<file path="src/rtl/hostcmd_pkg.sv">
package hostcmd_pkg;
  localparam int PKT_BYTES   = 84;
  localparam int TRIG_WORDS  = 8;
  localparam int TRIG_BYTES  = TRIG_WORDS * 4;
  localparam int TRIG_BITS   = TRIG_BYTES * 8;
  localparam int OFF_RATE    = 2;
  localparam int OFF_FLAGS   = 3;
  localparam int OFF_THR_A   = 4;
  localparam int OFF_THR_B   = 6;
  localparam int OFF_PARAM   = 8;
  localparam int OFF_DEPTH   = 10;
  localparam int OFF_PRE     = 14;
  localparam int OFF_TRIG1   = 18;
  localparam int OFF_TRIG2   = OFF_TRIG1 + TRIG_BYTES;
  localparam int OFF_CMD     = OFF_TRIG2 + TRIG_BYTES;

  localparam logic [7:0]  HDR_B0     = 8'h7F;
  localparam logic [7:0]  HDR_B1     = 8'h01;
  localparam logic [15:0] CMD_START  = 16'h1A2B;
  localparam logic [15:0] CMD_STATUS = 16'h3A4B;
  localparam logic [15:0] CMD_DATA   = 16'h5A6B;
  localparam logic [31:0] REPLY_TAG  = 32'h2B1A037F;

  typedef enum logic [1:0] {
    CK_NONE, CK_START, CK_STATUS, CK_DATA
  } cmd_kind_e;

  typedef struct packed {
    logic [7:0]           rate;
    logic [7:0]           flags;
    logic [15:0]          thr_a;
    logic [15:0]          thr_b;
    logic [7:0]           param;
    logic [31:0]          depth;
    logic [31:0]          pretrig;
    logic [TRIG_BITS-1:0] trig1;
    logic [TRIG_BITS-1:0] trig2;
  } acq_cfg_t;
endpackage

</file>
<file path="src/rtl/hc_frame_rx.sv">
module hc_frame_rx
  import hostcmd_pkg::*;
(
  input  logic        clk,
  input  logic        rst_n,
  input  logic        take,
  input  logic [7:0]  in_byte,
  output acq_cfg_t    cfg,
  output logic [15:0] cmd_code,
  output logic        start_stb,
  output logic        stat_stb,
  output logic        data_stb
);
  localparam int IDX_W = $clog2(PKT_BYTES);
  localparam logic [IDX_W-1:0] IDX_LAST = IDX_W'(PKT_BYTES - 1);

  logic [7:0]       shb [PKT_BYTES];
  logic [IDX_W-1:0] idx;
  logic             last_byte;
  logic             hdr_ok;
  logic [15:0]      cmd_now;
  cmd_kind_e        kind;
  acq_cfg_t         cfg_next;
  logic [TRIG_BITS-1:0] t1_flat, t2_flat;

  assign last_byte = take && (idx == IDX_LAST);
  assign hdr_ok    = (shb[0] == HDR_B0) && (shb[1] == HDR_B1);
  assign cmd_now   = {shb[OFF_CMD], in_byte};

  always_ff @(posedge clk) begin
    if (take) shb[idx] <= in_byte;
  end

  always_ff @(posedge clk) begin
    if (!rst_n) idx <= '0;
    else if (take) idx <= last_byte ? '0 : idx + 1'b1;
  end

  always_comb begin
    kind = CK_NONE;
    if (hdr_ok) begin
      unique case (cmd_now)
        CMD_START:  kind = CK_START;
        CMD_STATUS: kind = CK_STATUS;
        CMD_DATA:   kind = CK_DATA;
        default:    kind = CK_NONE;
      endcase
    end
  end

  for (genvar i = 0; i < TRIG_BYTES; i++) begin : g_trig
    assign t1_flat[8*i +: 8] = shb[OFF_TRIG1 + i];
    assign t2_flat[8*i +: 8] = shb[OFF_TRIG2 + i];
  end

  always_comb begin
    cfg_next.rate    = shb[OFF_RATE];
    cfg_next.flags   = shb[OFF_FLAGS];
    cfg_next.thr_a   = {shb[OFF_THR_A+1], shb[OFF_THR_A]};
    cfg_next.thr_b   = {shb[OFF_THR_B+1], shb[OFF_THR_B]};
    cfg_next.param   = shb[OFF_PARAM];
    cfg_next.depth   = {shb[OFF_DEPTH+3], shb[OFF_DEPTH+2],
                        shb[OFF_DEPTH+1], shb[OFF_DEPTH]};
    cfg_next.pretrig = {shb[OFF_PRE+3], shb[OFF_PRE+2],
                        shb[OFF_PRE+1], shb[OFF_PRE]};
    cfg_next.trig1   = t1_flat;
    cfg_next.trig2   = t2_flat;
  end

  always_ff @(posedge clk) begin
    if (!rst_n) begin
      cfg       <= '0;
      cmd_code  <= '0;
      start_stb <= 1'b0;
      stat_stb  <= 1'b0;
      data_stb  <= 1'b0;
    end else begin
      start_stb <= last_byte && (kind == CK_START);
      stat_stb  <= last_byte && (kind == CK_STATUS);
      data_stb  <= last_byte && (kind == CK_DATA);
      if (last_byte && kind != CK_NONE) cmd_code <= cmd_now;
      if (last_byte && kind == CK_START) cfg <= cfg_next;
    end
  end

  // configuration moves only together with a start strobe
  p_cfg_commit_r2: assert property (@(posedge clk) disable iff (!rst_n)
    !$stable(cfg) |-> start_stb);
  // start strobe carries the start command code
  p_start_code_r4: assert property (@(posedge clk) disable iff (!rst_n)
    start_stb |-> cmd_code == CMD_START);
  // status strobe carries the status command code
  p_stat_code_r5: assert property (@(posedge clk) disable iff (!rst_n)
    stat_stb |-> cmd_code == CMD_STATUS);
  // strobes are single-cycle
  p_pulse_r12: assert property (@(posedge clk) disable iff (!rst_n)
    (start_stb || stat_stb || data_stb) |=> !(start_stb || stat_stb || data_stb));
endmodule

</file>
<file path="src/rtl/hc_status_tx.sv">
module hc_status_tx
  import hostcmd_pkg::*;
#(
  parameter logic [31:0] VERSION     = 32'h0001_0000,
  parameter int          REPLY_BYTES = 1024
) (
  input  logic        clk,
  input  logic        rst_n,
  input  logic        go,
  input  logic [31:0] live_in,
  input  logic        cap_done,
  input  logic [31:0] aux_in,
  input  logic        m_ready,
  output logic        m_valid,
  output logic [7:0]  m_data,
  output logic        m_last
);
  localparam int CNT_W  = $clog2(REPLY_BYTES);
  localparam int WIDX_W = CNT_W - 2;
  localparam logic [CNT_W-1:0] CNT_LAST = CNT_W'(REPLY_BYTES - 1);

  logic             active;
  logic [CNT_W-1:0] cnt;
  logic [31:0]      snap_live, snap_stat, snap_aux;
  logic [WIDX_W-1:0] widx;
  logic [31:0]      word;

  always_ff @(posedge clk) begin
    if (!rst_n) begin
      active    <= 1'b0;
      cnt       <= '0;
      snap_live <= '0;
      snap_stat <= '0;
      snap_aux  <= '0;
    end else if (go && !active) begin
      active    <= 1'b1;
      cnt       <= '0;
      snap_live <= live_in;
      snap_stat <= {30'd0, cap_done, 1'b0};
      snap_aux  <= aux_in;
    end else if (active && m_ready) begin
      if (cnt == CNT_LAST) active <= 1'b0;
      cnt <= cnt + 1'b1;
    end
  end

  assign widx = cnt[CNT_W-1:2];

  always_comb begin
    unique case (widx)
      WIDX_W'(0): word = REPLY_TAG;
      WIDX_W'(1): word = snap_live;
      WIDX_W'(2): word = snap_stat;
      WIDX_W'(3): word = snap_aux;
      WIDX_W'(4): word = VERSION;
      default:    word = '0;
    endcase
  end

  assign m_valid = active;
  assign m_data  = word[8*cnt[1:0] +: 8];
  assign m_last  = active && (cnt == CNT_LAST);

  // offered byte holds under back-pressure
  p_hold_r10: assert property (@(posedge clk) disable iff (!rst_n)
    (m_valid && !m_ready) |=> (m_valid && $stable(m_data) && $stable(m_last)));
  // reply ends right after its last byte is taken
  p_end_r8: assert property (@(posedge clk) disable iff (!rst_n)
    (m_valid && m_ready && m_last) |=> !m_valid);
  // a request starts the reply on the next cycle
  p_go_r8: assert property (@(posedge clk) disable iff (!rst_n)
    (go && !m_valid) |=> (m_valid && !m_last));
endmodule

</file>
<file path="src/rtl/hostcmd_decoder.sv">
module hostcmd_decoder
  import hostcmd_pkg::*;
#(
  parameter logic [31:0] VERSION     = 32'h0001_0000,
  parameter int          REPLY_BYTES = 1024
) (
  input  logic           clk,
  input  logic           rst_n,
  input  logic           s_valid,
  input  logic [7:0]     s_data,
  output logic           s_ready,
  output logic           m_valid,
  output logic [7:0]     m_data,
  output logic           m_last,
  input  logic           m_ready,
  input  logic [31:0]    live_in,
  input  logic           cap_done,
  input  logic [31:0]    aux_in,
  output logic [7:0]     rate_code,
  output logic [7:0]     trig_flags,
  output logic [15:0]    thr_a,
  output logic [15:0]    thr_b,
  output logic [7:0]     aux_param,
  output logic [31:0]    sample_depth,
  output logic [31:0]    pretrig_depth,
  output logic [255:0]   trig1_cfg,
  output logic [255:0]   trig2_cfg,
  output logic           trig1_en,
  output logic           trig2_en,
  output logic           trig_and,
  output logic [15:0]    cmd_code,
  output logic           start_stb,
  output logic           status_stb,
  output logic           data_stb
);
  acq_cfg_t cfg;
  logic     take;

  assign s_ready = !(m_valid || status_stb);
  assign take    = s_valid && s_ready;

  hc_frame_rx u_rx (
    .clk       (clk),
    .rst_n     (rst_n),
    .take      (take),
    .in_byte   (s_data),
    .cfg       (cfg),
    .cmd_code  (cmd_code),
    .start_stb (start_stb),
    .stat_stb  (status_stb),
    .data_stb  (data_stb)
  );

  hc_status_tx #(.VERSION(VERSION), .REPLY_BYTES(REPLY_BYTES)) u_tx (
    .clk      (clk),
    .rst_n    (rst_n),
    .go       (status_stb),
    .live_in  (live_in),
    .cap_done (cap_done),
    .aux_in   (aux_in),
    .m_ready  (m_ready),
    .m_valid  (m_valid),
    .m_data   (m_data),
    .m_last   (m_last)
  );

  assign rate_code     = cfg.rate;
  assign trig_flags    = cfg.flags;
  assign thr_a         = cfg.thr_a;
  assign thr_b         = cfg.thr_b;
  assign aux_param     = cfg.param;
  assign sample_depth  = cfg.depth;
  assign pretrig_depth = cfg.pretrig;
  assign trig1_cfg     = cfg.trig1;
  assign trig2_cfg     = cfg.trig2;
  assign trig1_en      = cfg.flags[0];
  assign trig2_en      = cfg.flags[1];
  assign trig_and      = cfg.flags[2];

  // strobes never overlap
  p_onehot_r12: assert property (@(posedge clk) disable iff (!rst_n)
    $onehot0({start_stb, status_stb, data_stb}));
  // a reply only begins after a status strobe
  p_reply_src_r8: assert property (@(posedge clk) disable iff (!rst_n)
    $rose(m_valid) |-> $past(status_stb));
  // data and start requests produce no reply
  p_no_reply_r6: assert property (@(posedge clk) disable iff (!rst_n)
    (data_stb || start_stb) && !m_valid |=> !m_valid);
endmodule

</file>
<file path="config.mk">
export PLATFORM = sky130hd
export DESIGN_NAME = hostcmd_decoder
export DESIGN_NICKNAME = d
export VERILOG_FILES = /design/src/rtl/hostcmd_pkg.sv /design/src/rtl/hc_frame_rx.sv /design/src/rtl/hc_status_tx.sv /design/src/rtl/hostcmd_decoder.sv
export SDC_FILE = /design/constraint.sdc
export NUM_CORES = 2
export LEC_CHECK = 0
export CORE_MARGIN = 2
export CORE_UTILIZATION = 45
export CTS_CLUSTER_DIAMETER = 60
export DETAILED_ROUTE_END_ITERATION = 12
export GPL_TIMING_DRIVEN = 0
export PLACE_DENSITY = 0.68
export SLEW_MARGIN = 20
export SYNTH_ARGS = -nofsm -noshare
export SYNTH_HDL_FRONTEND = slang
export SYNTH_SLANG_ARGS = --single-unit
export TNS_END_PERCENT = 10
</file>
<file path="constraint.sdc">
create_clock -name clk -period 2.7 [get_ports clk]
set_clock_uncertainty 0.2 [all_clocks]
set_input_delay 0.54 -clock clk [delete_from_list [all_inputs] [get_ports clk]]
set_output_delay 0.54 -clock clk [all_outputs]
set_load 0.05 [all_outputs]
</file>
* Word-level counts from Yosys, hierarchy flattened
Memories as Yosys holds them, arrays and structs flattened. A register that Yosys moved wholly into a read port is not among the register bits.
Cells that the tools add are included.
W data, S select, Z words.
** Word-level totals
- Flip-flop bits (word level) :: 102
- RAM bits :: 672
- Bits of input ports :: 77
- Output and inout bits :: 665
- Logic and storage cells :: 136
- Memories kept :: 1
** Cells by class
- $add $sub $neg :: 2
- Eq/ne operators :: 14
- Shift operators :: 1
- Muxes and demuxes :: 9
- Bitwise gates (word level) :: 1
- Reduce and logical (&&, ||, !) cells :: 98
** Memory list
- u_rx.shb :: words 84, width 8, rd ports 82, clocked after memory_dff 79, write ports 1, RTL line hc_frame_rx.sv:17 : logic [7:0] shb [PKT_BYTES];
** Operators with widths (count)
- $pmux W32 S5 :: 1
- $logic_not A1 Y1 :: 81
- $shiftx A32 B6 Y8 :: 1
- $eq A16 B13 Y1 const B :: 1
- $eq A16 B14 Y1 const B :: 1
- $eq A16 B15 Y1 const B :: 1
- $eq A8 B1 Y1 const B :: 2
- $eq A8 B2 Y1 const B :: 2
- $add A10 B1 Y10 const B :: 1
- $eq A10 B10 Y1 const B :: 1
- $logic_and A1 B1 Y1 :: 10
- $eq A8 B3 Y1 const B :: 1
- $eq A8 B7 Y1 const B :: 1
- $logic_not A8 Y1 :: 1
- $add A7 B1 Y7 const B :: 1
- $eq A7 B7 Y1 const B :: 1
- $mux W7 :: 1
- $pmux W2 S3 :: 1
- $reduce_bool A2 Y1 :: 3
- $mux W1 :: 5
- $eq A2 B2 Y1 const B :: 2
- $eq A2 B1 Y1 const B :: 1
- $mux W2 :: 1
- $reduce_and A2 Y1 :: 1
- 3 further kinds :: 3

* Longest topological paths before layout
An unclocked memory read counts as a cell.
- Word-level depth :: 6
- Mapped depth :: 9
- Depth with buffers taken out :: 5

* By module
Synthesis repeated with hierarchy kept, for this count alone.
** Second synthesis, totals
- Cell total of the unflattened synthesis :: 4107
- Area, all modules :: 49894.1 µm²
** Modules (own cells, without submodules)
- hc_frame_rx :: instances 1, cells each 3636, area an instance 46180.5 µm², sequential area each 32871.5 µm²
- hc_status_tx :: instances 1, cells each 466, area an instance 3674.8 µm², sequential area each 1521.5 µm²
- hostcmd_decoder :: instances 1, cells each 5, area an instance 38.8 µm², sequential area each 0.0 µm²

* Worst setup path before layout
No wires, ideal clock.
- Path type :: reg-to-output
- Start point :: register u_tx.cnt[2]
- End point :: output port m_data[5]
- Arrival :: 3.085 ns
- Setup slack :: -1.125 ns
- Cell stages (with the launch flop) :: 7
- Path buffers :: 2
- Path through :: dfxtp_1 -> clkbuf_1 -> nor4b_1 -> clkbuf_1 -> a22oi_1 -> o211a_1 -> nor4_1
** Between the ends
- Cells in the longest elaborated chain, start to end :: 3
** Ends and longest elaborated chain
- from (decl) :: RTL line hc_status_tx.sv:23 : logic [CNT_W-1:0] cnt;
- from (signal assigned) :: RTL line hc_status_tx.sv:43 : cnt <= cnt + 1'b1;
- $eq A8 B3 Y1, or another cell as far along :: RTL line hc_status_tx.sv:50 : unique case (widx)
- $pmux W32 S5 (*) :: RTL line hc_status_tx.sv:50
- $shiftx A32 B6 Y8 (*) :: RTL line hc_status_tx.sv:61 : assign m_data = word[8*cnt[1:0] +: 8];
- to (decl) :: RTL line hostcmd_decoder.sv:13 : output logic [7:0] m_data,
Every way passes the cells marked *; elsewhere a longest branch is shown, timed or not.

* Worst setup path after layout
- Start point :: register u_tx.cnt[4]
- End point :: output port m_data[7]
The elaborated chain is that of the path after synthesis.

==> results.md <==
* Outcome: complete, but fails checks
* Violations in the final reports: setup timing
* Fin worst setup slack at -767 ps
* Switching share of power at 0.213
* Endpoint of the lowest-slack register-to-register path: u_rx.shb[53][5]
* Beginning of the critical path: u_tx.cnt[4]
* Maximum ir drop on the vdd rail at 519 uV
* Fraction of the yosys area taken by sequential cells at 0.692
* Power spent charging and discharging nets at 9.22 mW
* Nets in the synthesized netlist at ~4,200
* Internal power at 34.1 mW
* Pwr dens at 652 mW/mm^2
* Vias after detailed routing at 33,800
* Static Leak at about 27 nW
* Share of async-settable or async-resettable flops after synthesis at 0
* Post-route DRC violation count at 0
* Critical path data required time at 1960 ps
* # IOs at 742
* Tot GR Track Use at 0.269
* Actual slew at the worst max-slew pin at between 1000 and 1500 ps
* DR iter-0 viols at between 2,000 and 2,500
* Post-synthesis share of cell area spent on xor and xnor gates at 0.00212
* Critical path data arrival time at ~2700 ps
* Number of pins with negative max-slew slack in the final report at 0
* Total detailed-routing wirelength at 157 mm
* Clock transition at the registers of the reported paths at 60 ps
* Die extent in y at roughly 340 microns
* Fraction of final layout cells with drive strength greater than 1 at 0.102
* Number of cells on the worst reg-to-reg path at 5
* Clock insertion delay at the later pin of the skew report at 760 ps
* Main area contributors after synthesis: sky130_fd_sc_hd__edfxtp_1 40%, sky130_fd_sc_hd__dfxtp_1 30%, sky130_fd_sc_hd__mux2i_1 13%
* Vias in the first global route at between 30,000 and 40,000
* Final hold violation count at 0
* Row count at 121
* Complex-gate fraction of the synthesized area at 0.0201
* R2r startpoint: u_rx.idx[0]
* Mux contribution to synthesized area at 0.130
* Most instantiated flip-flop cell in the synthesis netlist: sky130_fd_sc_hd__dfxtp_1
* Total number of clock tree sinks at 1,390
* Max Clock Freq at 0.288 GHz
* Placer's final routability congestion estimate at between 0.8 and 0.9
* Core box area at approximately 0.11 sq mm
* Longest Clk Path Bufs at 3
* Total Die Area at 0.113 sq mm
* Count of distinct cell types in the synthesized netlist at 55
* Clock share of power at 0.465
* Final core area utilization at 0.609
* Max transition margin at 0.325
* Buffers on Ports at 740
* Post-route antenna net violation count at 0
* Crit share post-route at 1.28
* Post-synthesis share of cell area spent on and, or, nand and nor gates at 0.129
* Critical Path Sink Type: primary output
* Clock Tree Root: sky130_fd_sc_hd__clkbuf_16
* Layout area overhead at 33.8%
* Setup crit end: m_data[7]
* Total power of the final layout at 43.3 mW
* Cell type with the largest total area after synthesis: sky130_fd_sc_hd__edfxtp_1
* Unrepaired setup endpoints after global routing: yes
* Starting utilization of the core area at 0.455
* Most common library cell in the layout ignoring fill and taps: sky130_fd_sc_hd__nand2_1
* Area share of fa/ha/maj cells after synthesis at 0.000504
* Die X at roughly 340 microns
* Number of flops mapped to enable cells by yosys at 656
* Dominant combinational cell family by area after synthesis: multiplexers
* Fraction of post-synthesis cell area in the top cell type by area at 0.397
* Register-to-register setup slack at -50 ps
* Largest net degree at the start of global routing at 58
* First-pass DRT Iterations at 5
* Max-capacitance violation count at 0
* Sequential Power Share at 0.509
* Most frequent cells in the layout: 1,426 x sky130_fd_sc_hd__nand2_1, 725 x sky130_fd_sc_hd__dfxtp_1, 656 x sky130_fd_sc_hd__edfxtp_1
* Netlist area before placement at 0.0497 sq mm
* Detailed Place HPWL at 107 mm
* Largest driver fanout on the critical path at 10
* Nature of the critical path startpoint: flip-flop
* Number of nets in the layout at 5,092
* Number of warnings issued by yosys at 0
* Average detailed-routed wire length per instance at 23.7 microns
* TritonCTS Buffers at 146
* Number of filler instances in the final layout at roughly 8,700
* Number of instances in the synthesized netlist at 4,079
* Vias per inst at 5.11
* Share of total power in combinational logic at 0.026
* Final setup vio count at between 60 and 70
* WS Path Type: flip-flop to primary output
* Global-route wire length before repair at 222 mm
* Clock tree from TritonCTS: yes
* Total congestion overflow after global routing at 0
* Mean cell area of the mapped netlist at 12.2 sq um
* Hold Crit Class: primary input to flip-flop
* Number of antenna violations at the first check in global routing at 4
* Final min period at 3470 ps
* H-tree Lvls at 4
* FF+latch count, synth at 1,390
-- through the flow --
step | hold WS, ps | setup WS, ps | std cells | instance area, sq um | TNS [ps]
finish | 43.2 | -767 | 6612 | 66500 | -6390
global placement | 240 | -5100 | 6295 | 59000 | -5856530
global route | 25.9 | -859 | 6612 | 66500 | -47170
CTS | 2.83 | -765 | 6597 | 65100 | -103490
floorplan | 239 | -184 | 4079 | 49800 | -184
detailed placement | 246 | -1430 | 6306 | 59300 | -1372540
-- sequential cells by signal (all words and copies together) (netlist names) --
signal,count
u_tx.snap_stat,1
u_rx.cmd_code,16
u_rx.start_stb,1
u_tx.cnt,10
u_rx.idx,7
u_tx.snap_live,32
u_rx.data_stb,1
u_tx.snap_aux,32
u_rx.shb,656
u_rx.cfg,632
u_tx.m_valid,1
u_rx.stat_stb,1
-- repair_timing --
action                     in CTS  in global routing
pin swaps                      17                 25
hold endpoints to repair       17                  0
cloned                          2                  1
setup buffers                  12                 15
gates resized for setup       258                428
hold buffers                    8                  0
setup endpoints to repair    1756               1572
-- power groups by stage --
stage	logic [mW]	clock network, mW	registers (mW)
finish	1.12	20.1	22.1
global route	1.20	21.2	22.0
CTS	1.12	20.4	22.1
detailed placement	1.08	0	22.5
global placement	1.03	0	22.6
floorplan	0.418	0	22.5
-- how the worst min path moves through the flow --
stage / from / endpoint / slack, ps / depth (start not counted)
floorplan: u_tx.snap_live[29] / u_tx.snap_live[29] / 240 / 2
global placement: u_rx.cfg[596] / u_rx.cfg[596] / 240 / 2
detailed placement: u_rx.cfg[605] / u_rx.cfg[605] / 250 / 2
CTS: s_data[1] / u_rx.shb[7][1] / 3 / 2
global route: s_data[2] / u_rx.shb[63][2] / 30 / 2
finish: s_data[7] / u_rx.shb[29][7] / 40 / 1
-- synth_stat cells (2+ instances only) --
master and count:
sky130_fd_sc_hd__o211a_1 2, sky130_fd_sc_hd__nor3_1 12, sky130_fd_sc_hd__nor4bb_1 4, sky130_fd_sc_hd__or3_1 4, sky130_fd_sc_hd__mux2_2 2, sky130_fd_sc_hd__nor3b_1 4, sky130_fd_sc_hd__and4_1 2, sky130_fd_sc_hd__a31oi_1 2
sky130_fd_sc_hd__a21oi_1 8, sky130_fd_sc_hd__or4_1 2, sky130_fd_sc_hd__or3b_2 2, sky130_fd_sc_hd__buf_2 12, sky130_fd_sc_hd__o21a_1 9, sky130_fd_sc_hd__a221oi_1 11, sky130_fd_sc_hd__a31o_2 2, sky130_fd_sc_hd__clkbuf_1 187
sky130_fd_sc_hd__buf_6 10, sky130_fd_sc_hd__o21ai_0 12, sky130_fd_sc_hd__nor4_1 4, sky130_fd_sc_hd__buf_4 53, sky130_fd_sc_hd__xnor2_1 11, sky130_fd_sc_hd__nand2_1 1428, sky130_fd_sc_hd__and2_1 2, sky130_fd_sc_hd__a22o_1 3
sky130_fd_sc_hd__a22oi_1 8, sky130_fd_sc_hd__and3_1 6, sky130_fd_sc_hd__nand4_1 7, sky130_fd_sc_hd__a221o_1 2, sky130_fd_sc_hd__nor4_4 2, sky130_fd_sc_hd__nand3_1 17, sky130_fd_sc_hd__dfxtp_1 734, sky130_fd_sc_hd__mux2i_1 640
sky130_fd_sc_hd__edfxtp_1 656, sky130_fd_sc_hd__a21boi_0 67, sky130_fd_sc_hd__nor2b_1 9, sky130_fd_sc_hd__or2_2 4, sky130_fd_sc_hd__buf_1 3, sky130_fd_sc_hd__nor2_1 106, sky130_fd_sc_hd__nor4b_1 3, sky130_fd_sc_hd__nand2b_1 3
sky130_fd_sc_hd__nand4bb_1 2, sky130_fd_sc_hd__inv_1 4, sky130_fd_sc_hd__nand3b_1 5, sky130_fd_sc_hd__ha_1 2
-- metal layers --
metal	GRT usage	up-vias	routed length, microns
met5	0	-	0
met4	0.104	0	5780
met3	0.0694	271	11500
met2	0.459	1042	77000
met1	0.326	16700	62700
li1	-	15700	-
-- layout make-up --
cell class | count | area [sq um] | share of cell area
inverter | 5 | 20.0 | 0.000301
tap | 1476 | 1850 | 0.0278
antenna | 1 | 2.50 | 0.0000377
multi-input combinational | 2419 | 14800 | 0.223
sequential | 1390 | 34400 | 0.518
clock inverter | 55 | 571 | 0.00858
buffer | 262 | 1700 | 0.0256
timing repair buffer | 789 | 8830 | 0.133
clock buffer | 215 | 4280 | 0.0644
-- worst max-delay path: stages (launching register included) --
cell and delay (ps):
sky130_fd_sc_hd__dfxtp_2 340, sky130_fd_sc_hd__buf_8 120, sky130_fd_sc_hd__nor4b_4 310, sky130_fd_sc_hd__clkbuf_4 300, sky130_fd_sc_hd__a221oi_1 120, sky130_fd_sc_hd__o21ai_0 260, sky130_fd_sc_hd__nor3b_4 310, sky130_fd_sc_hd__buf_6 200
-- logic make-up after synthesis --
logic type | Yosys count
AOI/OAI and AO/OA | 134
DFF | 1390
buffers and inverters | 270
adders and majority gates | 2
xor gates and xnor gates | 12
and+or+nand+nor | 1628
muxes | 643
Power figures use the tool's default switching activity.
